**src/rtl/srab_pkg.sv**
```systemverilog
package srab_pkg;
  localparam int HOST_W  = 32;
  localparam int PAGE_W  = 8;
  localparam int REGO_W  = 8;
  localparam int XDATA_W = 2 * HOST_W;

  localparam int WA_CMD = 'h0B;
  localparam int WA_WDH = 'h0C;
  localparam int WA_WDL = 'h0D;
  localparam int WA_RDH = 'h0E;
  localparam int WA_RDL = 'h0F;
  localparam int WA_CTL = 'h10;

  localparam int CB_GO   = 0;
  localparam int CB_WR   = 1;
  localparam int CB_RST  = 2;
  localparam int CB_REGO = 16;
  localparam int CB_PAGE = 24;

  localparam int KB_IE   = 1;
  localparam int KB_REQ  = 3;
  localparam int KB_GNT  = 4;
  localparam int KB_INIT = 6;

  typedef enum logic [1:0] {
    XS_IDLE  = 2'd0,
    XS_ISSUE = 2'd1,
    XS_WAIT  = 2'd2
  } xfer_state_t;
endpackage

```
**src/rtl/srab_arbiter.sv**
```systemverilog
module srab_arbiter #(
  parameter int GRANT_DELAY = 4
) (
  input  logic clk,
  input  logic rst_n,
  input  logic req_i,
  input  logic owner_busy_i,
  output logic grant_o
);
  localparam int CNT_W = $clog2(GRANT_DELAY + 1);
  localparam logic [CNT_W-1:0] LAST = CNT_W'(GRANT_DELAY - 1);

  logic [CNT_W-1:0] wait_cnt;

  always_ff @(posedge clk or negedge rst_n) begin
    if (!rst_n) begin
      grant_o  <= 1'b0;
      wait_cnt <= '0;
    end else if (!req_i) begin
      grant_o  <= 1'b0;
      wait_cnt <= '0;
    end else if (!grant_o && !owner_busy_i) begin
      if (wait_cnt == LAST) grant_o <= 1'b1;
      else wait_cnt <= wait_cnt + 1'b1;
    end
  end

  // a cleared request removes the grant on the next edge
  a_r3_drop_after_clear: assert property (@(posedge clk) disable iff (!rst_n)
    !req_i |=> !grant_o);
  // the grant never rises without a standing request
  a_r2_rise_needs_req: assert property (@(posedge clk) disable iff (!rst_n)
    $rose(grant_o) |-> $past(req_i));
  // no grant is taken while the owner is busy
  a_r2_owner_blocks: assert property (@(posedge clk) disable iff (!rst_n)
    (!grant_o && owner_busy_i) |=> !grant_o);
endmodule

```
**src/rtl/srab_xfer.sv**
```systemverilog
module srab_xfer
  import srab_pkg::*;
(
  input  logic clk,
  input  logic rst_n,
  input  logic launch_i,
  input  logic abort_i,
  input  logic wr_i,
  input  logic ready_i,
  input  logic rsp_valid_i,
  output logic valid_o,
  output logic busy_o,
  output logic rd_load_o
);
  xfer_state_t state;

  always_ff @(posedge clk or negedge rst_n) begin
    if (!rst_n) state <= XS_IDLE;
    else if (abort_i) state <= XS_IDLE;
    else begin
      case (state)
        XS_IDLE:  if (launch_i) state <= XS_ISSUE;
        XS_ISSUE: if (ready_i) state <= XS_WAIT;
        XS_WAIT:  if (rsp_valid_i) state <= XS_IDLE;
        default:  state <= XS_IDLE;
      endcase
    end
  end

  assign valid_o   = (state == XS_ISSUE);
  assign busy_o    = (state != XS_IDLE);
  assign rd_load_o = (state == XS_WAIT) && rsp_valid_i && !wr_i && !abort_i;

  // an offered request stays offered until taken
  a_r11_hold_valid: assert property (@(posedge clk) disable iff (!rst_n)
    (valid_o && !ready_i && !abort_i) |=> valid_o);
  // the response ends the busy period
  a_r6_ack_clears: assert property (@(posedge clk) disable iff (!rst_n)
    ((state == XS_WAIT) && rsp_valid_i) |=> !busy_o);
  // an accepted go offers the request on the next cycle
  a_r5_launch_offers: assert property (@(posedge clk) disable iff (!rst_n)
    (launch_i && !busy_o && !abort_i) |=> valid_o);
endmodule

```
**src/rtl/srab_bridge.sv**
```systemverilog
module srab_bridge
  import srab_pkg::*;
#(
  parameter int ADDR_W      = 6,
  parameter int GRANT_DELAY = 4
) (
  input  logic                clk,
  input  logic                rst_n,
  input  logic [ADDR_W-1:0]   hb_addr,
  input  logic                hb_wr,
  input  logic                hb_rd,
  input  logic [HOST_W-1:0]   hb_wdata,
  output logic [HOST_W-1:0]   hb_rdata,
  input  logic                owner_busy,
  input  logic                sw_init_done,
  output logic                host_grant,
  output logic                host_irq_en,
  output logic                xfer_valid,
  input  logic                xfer_ready,
  output logic [PAGE_W-1:0]   xfer_page,
  output logic [REGO_W-1:0]   xfer_reg,
  output logic                xfer_write,
  output logic [XDATA_W-1:0]  xfer_wdata,
  input  logic                rsp_valid,
  input  logic [XDATA_W-1:0]  rsp_data
);
  logic [PAGE_W-1:0] cmd_page;
  logic [REGO_W-1:0] cmd_rego;
  logic              cmd_wr;
  logic [HOST_W-1:0] wd_hi, wd_lo, rd_hi, rd_lo;
  logic              ctl_req, ctl_ie;
  logic              busy, rd_load;
  logic [HOST_W-1:0] rmux;

  logic sel_cmd, sel_wdh, sel_wdl, sel_ctl;
  assign sel_cmd = hb_wr && (hb_addr == ADDR_W'(WA_CMD));
  assign sel_wdh = hb_wr && (hb_addr == ADDR_W'(WA_WDH));
  assign sel_wdl = hb_wr && (hb_addr == ADDR_W'(WA_WDL));
  assign sel_ctl = hb_wr && (hb_addr == ADDR_W'(WA_CTL));

  logic rst_hit, cmd_take, launch;
  assign rst_hit  = sel_cmd && hb_wdata[CB_RST];
  assign cmd_take = sel_cmd && !hb_wdata[CB_RST] && host_grant && !busy;
  assign launch   = cmd_take && hb_wdata[CB_GO];

  logic unused_wbits;
  assign unused_wbits = ^hb_wdata[CB_REGO-1:CB_RST+1];

  srab_arbiter #(.GRANT_DELAY(GRANT_DELAY)) u_arb (
    .clk(clk), .rst_n(rst_n), .req_i(ctl_req),
    .owner_busy_i(owner_busy), .grant_o(host_grant)
  );

  srab_xfer u_xfer (
    .clk(clk), .rst_n(rst_n), .launch_i(launch), .abort_i(rst_hit),
    .wr_i(cmd_wr), .ready_i(xfer_ready), .rsp_valid_i(rsp_valid),
    .valid_o(xfer_valid), .busy_o(busy), .rd_load_o(rd_load)
  );

  always_ff @(posedge clk or negedge rst_n) begin
    if (!rst_n) begin
      cmd_page <= '0; cmd_rego <= '0; cmd_wr <= 1'b0;
    end else if (rst_hit) begin
      cmd_page <= '0; cmd_rego <= '0; cmd_wr <= 1'b0;
    end else if (cmd_take) begin
      cmd_page <= hb_wdata[CB_PAGE +: PAGE_W];
      cmd_rego <= hb_wdata[CB_REGO +: REGO_W];
      cmd_wr   <= hb_wdata[CB_WR];
    end
  end

  always_ff @(posedge clk or negedge rst_n) begin
    if (!rst_n) begin
      wd_hi <= '0; wd_lo <= '0;
    end else if (rst_hit) begin
      wd_hi <= '0; wd_lo <= '0;
    end else if (!busy) begin
      if (sel_wdh) wd_hi <= hb_wdata;
      if (sel_wdl) wd_lo <= hb_wdata;
    end
  end

  always_ff @(posedge clk or negedge rst_n) begin
    if (!rst_n) begin
      rd_hi <= '0; rd_lo <= '0;
    end else if (rst_hit) begin
      rd_hi <= '0; rd_lo <= '0;
    end else if (rd_load) begin
      rd_hi <= rsp_data[XDATA_W-1:HOST_W];
      rd_lo <= rsp_data[HOST_W-1:0];
    end
  end

  always_ff @(posedge clk or negedge rst_n) begin
    if (!rst_n) begin
      ctl_req <= 1'b0; ctl_ie <= 1'b0;
    end else if (sel_ctl) begin
      ctl_req <= hb_wdata[KB_REQ];
      ctl_ie  <= hb_wdata[KB_IE];
    end
  end

  always_comb begin
    rmux = '0;
    case (hb_addr)
      ADDR_W'(WA_CMD): begin
        rmux[CB_PAGE +: PAGE_W] = cmd_page;
        rmux[CB_REGO +: REGO_W] = cmd_rego;
        rmux[CB_WR]             = cmd_wr;
        rmux[CB_GO]             = busy;
      end
      ADDR_W'(WA_WDH): rmux = wd_hi;
      ADDR_W'(WA_WDL): rmux = wd_lo;
      ADDR_W'(WA_RDH): rmux = rd_hi;
      ADDR_W'(WA_RDL): rmux = rd_lo;
      ADDR_W'(WA_CTL): begin
        rmux[KB_IE]   = ctl_ie;
        rmux[KB_REQ]  = ctl_req;
        rmux[KB_GNT]  = host_grant;
        rmux[KB_INIT] = sw_init_done;
      end
      default: rmux = '0;
    endcase
  end

  always_ff @(posedge clk or negedge rst_n) begin
    if (!rst_n) hb_rdata <= '0;
    else if (hb_rd) hb_rdata <= rmux;
  end

  assign host_irq_en = ctl_ie;
  assign xfer_page   = cmd_page;
  assign xfer_reg    = cmd_rego;
  assign xfer_write  = cmd_wr;
  assign xfer_wdata  = {wd_hi, wd_lo};

  // a refused command leaves the fields alone
  a_r8_cmd_ignored: assert property (@(posedge clk) disable iff (!rst_n)
    (sel_cmd && !hb_wdata[CB_RST] && (!host_grant || busy))
      |=> ($stable(cmd_page) && $stable(cmd_rego) && $stable(cmd_wr)));
  // read data changes only on a read response or a reset write
  a_r7_atomic_load: assert property (@(posedge clk) disable iff (!rst_n)
    !$stable({rd_hi, rd_lo}) |-> $past(rd_load || rst_hit));
  // the reset bit clears busy, the request and the read data
  a_r9_reset_bit: assert property (@(posedge clk) disable iff (!rst_n)
    rst_hit |=> (!busy && !xfer_valid && rd_hi == '0 && rd_lo == '0));
  // request fields hold while waiting for ready
  a_r11_fields_stable: assert property (@(posedge clk) disable iff (!rst_n)
    (xfer_valid && !xfer_ready && !rst_hit)
      |=> ($stable(xfer_page) && $stable(xfer_reg) && $stable(xfer_wdata)));
endmodule

```
**config.mk**
```make
export PLATFORM = sky130hd
export DESIGN_NAME = srab_bridge
export DESIGN_NICKNAME = d
export VERILOG_FILES = /design/src/rtl/srab_pkg.sv /design/src/rtl/srab_arbiter.sv /design/src/rtl/srab_xfer.sv /design/src/rtl/srab_bridge.sv
export SDC_FILE = /design/constraint.sdc
export NUM_CORES = 1
export LEC_CHECK = 0
export BUFFER_PORTS_ARGS = -buffer_cell sky130_fd_sc_hd__buf_2
export CORE_ASPECT_RATIO = 1.2
export CORE_MARGIN = 3
export CORE_UTILIZATION = 50
export DETAILED_ROUTE_END_ITERATION = 12
export PLACE_DENSITY = 0.76
export SYNTH_ARGS = -nofsm -noshare
export SYNTH_HDL_FRONTEND = slang
export SYNTH_SLANG_ARGS = --single-unit
```
**constraint.sdc**
```tcl
create_clock -name clk -period 2.4 [get_ports clk]
set_input_delay 0.24 -clock clk [delete_from_list [all_inputs] [get_ports clk]]
set_output_delay 0.24 -clock clk [all_outputs]
set_load 0.01 [all_outputs]
```
==> impl_metrics.tcl, run 1 <==
set metrics [dict create \
    fin_cells 1311 \
    ios 226 \
    maxCapViolations 0 \
    post-route-drc-count 0 \
    start_kind "flop" \
    yosysTopAreaCellShare_pct 52.8 \
    reg2reg_slack_ns 0.43 \
    worstPathMaxFanout 64 \
    io_buffers 225 \
    nFillCells 1468 \
    synth_cell_types 41 \
    synth_area_leader_cell "dfrtp_1" \
    synth_seq_cells 185 \
    clk_latency_ns 0.42 \
    synthesis.nets 998 \
    synth-edff-count 0 \
    p_per_area_nw_per_um2 716 \
    htree_levels 4 \
    num_vias 7383 \
    grt_first_pass_wirelength_mm 40.0 \
    ir_drop_mv 0.483 \
    async_reset_ff_share_pct 100 \
    cts_root_buf "clkbuf_16" \
    viasPerCell 5.63 \
    synth_cells 886 \
    reg2reg_to "rd_lo[13]$_DFFE_PN0P_" \
    ff_latch_area_um2 4630 \
    path_clk_slew_ns 0.07 \
    areaGrowthSynthToFinish_pct 21.2 \
    grt_usage_pct 26.8 \
    critPathKind "reg -> reg" \
    drt-pass1-iter-count 6 \
    synth.avg_cell_area_um2 9.89 \
    place_inst 1277 \
    max_freq_mhz 509 \
    timing.rr.start "u_xfer.state[0]$_DFFE_PN0P_" \
    place_congestion 0.892 \
    tightest_slew_ns 0.969 \
    rr_worst_depth 3 \
    fin_worst_skew_ns 0.00671 \
    min_path_cells 3 \
    cts.repair.resized 0 \
    finalSetupTns_ns 0 \
    cts_sinks 185 \
    core-area_um2 17000 \
    tritoncts "done" \
    post_dp_cell_area_um2 10000 \
    route.antenna.remaining_nets 0 \
    synth.top_cells.by_area "dfrtp_1, nand2_1, a21oi_2" \
    worst_hold_startpoint "rsp_data[51]" \
    fin_crit_sh_pct 81.9 \
    ys_warn_count 0 \
    max_slew_margin_pct 35.3 \
    design_area_um2 10600 \
    final-setup-viol-count 0 \
    nets 1193 \
    cp-startpoint "u_xfer.state[0]$_DFFE_PN0P_" \
    grt_max_degree 92 \
    drive_gt1_share_pct 36.3 \
    multi_input_area_um2 3740 \
    hold_viol 0 \
    initial_core_util_pct 51.4 \
    synth_common_cells "nand2_1, dfrtp_1, a21oi_2" \
    final_max_slew_viol_count 0 \
    die_w_um 127 \
    antenna_found_initial 2 \
    rsz0062_at_grt "no" \
    cts_setup_buffers 0 \
    end_kind "flop" \
    synth.most_common_cell "nand2_1" \
    cts_buffer_depth 2 \
    holdPathEnd "rd_hi[19]$_DFFE_PN0P_" \
    holdBufCountCts 1 \
    worstPathArrival_ns 2.25 \
    period_minus_slack_ns 1.97 \
    syn_area_um2 8760 \
    place.detailed.hpwl_mm 17.6 \
    drt_iter0_markers 741 \
    synth-seq-area-share_pct 52.8 \
    grt_overflow 0 \
    cp.required_ns 2.68 \
    wl_mm 25.4 \
    die_y_um 151 \
    status "finished clean" \
    num_rows 52 \
    numCtsBuffers 17 \
    holdCritPathClass "in -> reg" \
    wire_per_inst_um 19.4 \
    p_leak_uw 0.00499 \
    grt_pass1_vias 7324 \
    dieArea_um2 19200 \
    synthFlopType "dfrtp_1" \
]
==> worst max-delay path, cell delays in order, from the launching register on <==
cell and delay [ns]:
dfrtp_1 0.47, nand4bb_4 0.88, nand2_1 0.37, a21oi_2 0.08
==> layout by cell type, fill, tap and decap left out, types with 4 or more instances in the layout <==
master	instances
and2_1	4
a2bb2oi_1	8
clkbuf_16	17
a22oi_1	17
nand3_1	16
buf_4	12
a41oi_1	4
nor2_1	25
a31oi_1	9
mux2i_1	12
mux4_2	20
nand2_1	304
inv_1	13
buf_2	224
a21oi_1	37
nor2b_1	5
dfrtp_1	185
o21ai_0	32
buf_12	6
a21oi_2	100
clkbuf_1	5
==> worst max path at each step <==
stage / to / slack [ns] / cells after the start
5_1_grt: rd_lo[15]$_DFFE_PN0P_ / 0.23 / 3
2_1_floorplan: u_arb.wait_cnt[1]$_DFFE_PN0P_ / 0.89 / 5
4_1_cts: rd_lo[30]$_DFFE_PN0P_ / 0.43 / 3
3_5_place_dp: rd_lo[16]$_DFFE_PN0P_ / 0.45 / 3
3_3_place_gp: rd_lo[29]$_DFFE_PN0P_ / 0.46 / 3
6_report: rd_lo[13]$_DFFE_PN0P_ / 0.43 / 3
==> metal layers <==
metal / vias to the layer above / track usage (%) / routed length (µm) / share of wire (%)
met1: 3626 / 38.5 / 11100 / 44
met5: - / 0 / 0 / 0
met3: 52 / 5.64 / 1890 / 7.4
met2: 320 / 40.9 / 11600 / 46
met4: 0 / 9.23 / 765 / 3.0
li1: 3385 / - / - / -
==> logic make-up (layout without fill, tap and decap cells) <==
| family | count (synthesis) | count (layout) | share of synthesized area, % |
|---|---|---|---|
| AND/OR/NAND/NOR | 369 | 369 | 17.1 |
| other | 0 | 2 | 0 |
| multiplexers | 34 | 34 | 6.77 |
| adder cells (fa/ha/maj) | 2 | 2 | 0.286 |
| flip-flops | 185 | 185 | 52.8 |
| buffers and inverters | 81 | 288 | 5.01 |
| XOR/XNOR | 1 | 1 | 0.100 |
| AO/OA/AOI/OAI | 214 | 214 | 17.9 |
==> where the power goes <==
part | total, µW | internal, µW | switching (µW)
Clock | 2800 | 1660 | 1140
Sequential | 3650 | 3420 | 228
Combinational | 1160 | 532 | 629
Total | 7610 | 5610 | 1990
==> final cells by class <==
cell class                      instances  share of cell area [%]
Clock inverter                          8                    1.14
Clock buffer                           23                    4.31
Multi-Input combinational cell        620                    35.2
Antenna cell                            2                  0.0471
Tap cell                              216                    2.54
Timing Repair Buffer                  244                    12.8
Inverter                               13                   0.459
Sequential cell                       185                    43.6
==> per-stage QoR <==
step	worst slack, ns	utilization (%)	hold WS, ns	power (µW)
floorplan	0.895	-	-0.0556	4280
global placement	0.459	58.8	0.286	4810
detailed placement	0.447	58.8	0.288	4860
CTS	0.432	62.3	0.0422	7640
global route	0.233	62.3	0.0504	7920
finish	0.434	62.3	0.0495	7610
Power figures use the tool's default switching activity.
==> inputs of run 2 (changes only) <==
Settings changed: ABC_AREA from default to 1, CORE_UTILIZATION 50 to 48.
Clock period 2.4 ns to 1.75 ns, I/O delays scaled along.
==> run 2 against run 1 <==
  * Non-clock buffer count up 11
  * Fmax up 32%
  * Utilization down 1.1 points
  * Combinational power up 54%
  * Critical endpoint is now xfer_write$_DFFE_PN0P_
  * Largest cell class unchanged
  * Highest routed layer is now met5
==> impl_metrics.tcl, run 2 <==
set metrics [dict create \
    rsz0062_at_grt "no" \
    cts_setup_buffers 0 \
    htree_levels 4 \
    worst_hold_startpoint "hb_wdata[15]" \
    syn_area_um2 8750 \
    place_congestion 0.869 \
    synth-edff-count 0 \
    cp.required_ns 2.10 \
    status "finished clean" \
    fin_worst_skew_ns 0.0105 \
    drive_gt1_share_pct 29.5 \
    antenna_found_initial 6 \
    finalSetupTns_ns 0 \
    dieArea_um2 19900 \
    rr_worst_depth 6 \
    ir_drop_mv 0.778 \
    synth_seq_cells 185 \
    tritoncts "done" \
    max_freq_mhz 671 \
    synthFlopType "dfrtp_1" \
    drt-pass1-iter-count 5 \
    grt_max_degree 68 \
    synthesis.nets 1141 \
    wl_mm 24.8 \
    areaGrowthSynthToFinish_pct 23.8 \
    nFillCells 1528 \
    final_cell_mix "nand2_1, buf_2, dfrtp_1" \
    holdCritPathClass "in -> reg" \
    synth_area_leader_cell "dfrtp_1" \
    design_area_um2 10800 \
    grt_overflow 0 \
    die_w_um 129 \
    clk_latency_ns 0.43 \
    critPathKind "reg -> reg" \
    yosysTopAreaCellShare_pct 52.9 \
    holdPathEnd "wd_lo[15]$_DFFE_PN0P_" \
    tightest_slew_ns 0.638 \
    synth_common_cells "nand2_1, dfrtp_1, inv_1" \
    cts_root_buf "clkbuf_16" \
    final_max_slew_viol_count 0 \
    worstPathArrival_ns 1.85 \
    maxCapViolations 0 \
    die_y_um 154 \
    ios 226 \
    worstPathMaxFanout 34 \
    synth_cells 1029 \
    grt_pass1_vias 7494 \
    final-setup-viol-count 0 \
    fin_crit_sh_pct 85.2 \
    drt_iter0_markers 472 \
    nets 1365 \
    async_reset_ff_share_pct 100 \
    numCtsBuffers 17 \
    start_kind "flop" \
    post-route-drc-count 0 \
    ys_warn_count 0 \
    p_per_area_nw_per_um2 987 \
    initial_core_util_pct 49.4 \
    synth_cell_types 31 \
    viasPerCell 5.07 \
    grt_usage_pct 25.4 \
    timing.rr.start "u_xfer.state[1]$_DFFE_PN0P_" \
    path_clk_slew_ns 0.07 \
    min_path_cells 3 \
    core-area_um2 17700 \
    place.detailed.hpwl_mm 17.3 \
    p_leak_uw 0.00629 \
    end_kind "flop" \
    post_dp_cell_area_um2 10200 \
    grt_first_pass_wirelength_mm 39.3 \
    synth.avg_cell_area_um2 8.51 \
    wire_per_inst_um 16.7 \
    hold_viol 0 \
    max_slew_margin_pct 57.4 \
    mostFrequentLayoutCell "nand2_1" \
    reg2reg_slack_ns 0.26 \
    post-route-util_pct 61.2 \
    num_rows 53 \
    period_minus_slack_ns 1.49 \
    synth.most_common_cell "nand2_1" \
    cts_sinks 185 \
    cts_buffer_depth 2 \
    reg2reg_to "xfer_write$_DFFE_PN0P_" \
    synth.top_cells.by_area "dfrtp_1, nand2_1, mux2_2" \
    num_vias 7542 \
    route.antenna.remaining_nets 0 \
    io_buffers 225 \
    synth-seq-area-share_pct 52.9 \
]
-- run 2: cell families after synthesis --
kind of cell | synth area share, %
DFF | 52.9
and+or+nand+nor | 20.6
adders and majority gates | 0.286
muxes | 8.36
buffers and inverters | 9.62
AOI/OAI and AO/OA | 8.23
-- run 2: worst max path at each step --
stage / from / end / slack [ns] / depth (start not counted)
3_3_place_gp: hb_addr[1] / xfer_page[1]$_DFFE_PN0P_ / 0.22 / 8
5_1_grt: u_xfer.state[1]$_DFFE_PN0P_ / wd_lo[2]$_DFFE_PN0P_ / 0.09 / 6
2_1_floorplan: u_arb.wait_cnt[0]$_DFFE_PN0P_ / u_arb.wait_cnt[2]$_DFFE_PN0P_ / 0.34 / 5
4_1_cts: u_xfer.state[1]$_DFFE_PN0P_ / xfer_write$_DFFE_PN0P_ / 0.18 / 6
3_5_place_dp: hb_addr[1] / xfer_page[0]$_DFFE_PN0P_ / 0.14 / 9
6_report: u_xfer.state[1]$_DFFE_PN0P_ / xfer_write$_DFFE_PN0P_ / 0.26 / 6
-- run 2: area by class of cell --
cell class | instances | area (µm²) | area share, %
clock inverter | 14 | 138 | 1.27
timing repair buffer | 255 | 1480 | 13.7
tap | 220 | 275 | 2.54
multi-input combinational | 644 | 3310 | 30.5
antenna | 1 | 2.50 | 0.0231
clock buffer | 18 | 439 | 4.05
inverter | 150 | 564 | 5.21
sequential | 185 | 4630 | 42.7
-- run 2: layer usage --
layer	vias to the layer above	track usage [%]	wire length (µm)
met5	-	0	53
met4	10	10.1	859
met3	70	7.40	1670
met2	245	40.1	11900
met1	3552	32.8	10300
li1	3665	-	-
-- run 2: worst max-delay path, stage by stage (launching register included) --
cell and delay [ns]:
dfrtp_1 0.44, nor2_2 0.18, buf_4 0.16, nand3_2 0.10, nand2_4 0.32, nor2_1 0.09
a21oi_1 0.12
-- run 2: power breakdown --
| group | switching, µW | total, µW | internal (µW) |
|---|---|---|---|
| sequential | 336 | 5100 | 4770 |
| clock | 1770 | 3810 | 2040 |
| combinational | 1070 | 1790 | 721 |
-- run 2: through the flow --
stage | setup slack [ns] | total power (µW) | instances | hold WS (ns)
floorplan | 0.342 | 5960 | 1029 | -0.121
global placement | 0.224 | 6900 | 1451 | 0.0696
detailed placement | 0.135 | 6970 | 1451 | 0.0694
CTS | 0.179 | 10800 | 1486 | 0.00125
global route | 0.0937 | 11200 | 1487 | 0.00206
finish | 0.260 | 10700 | 1487 | 0.0106
-- run 2: what timing repair did --
item,in CTS,in global routing
endpoints found under the hold margin,156,0
gates resized for setup,0,1
hold buffers,3,0
endpoints found under the setup margin,0,1
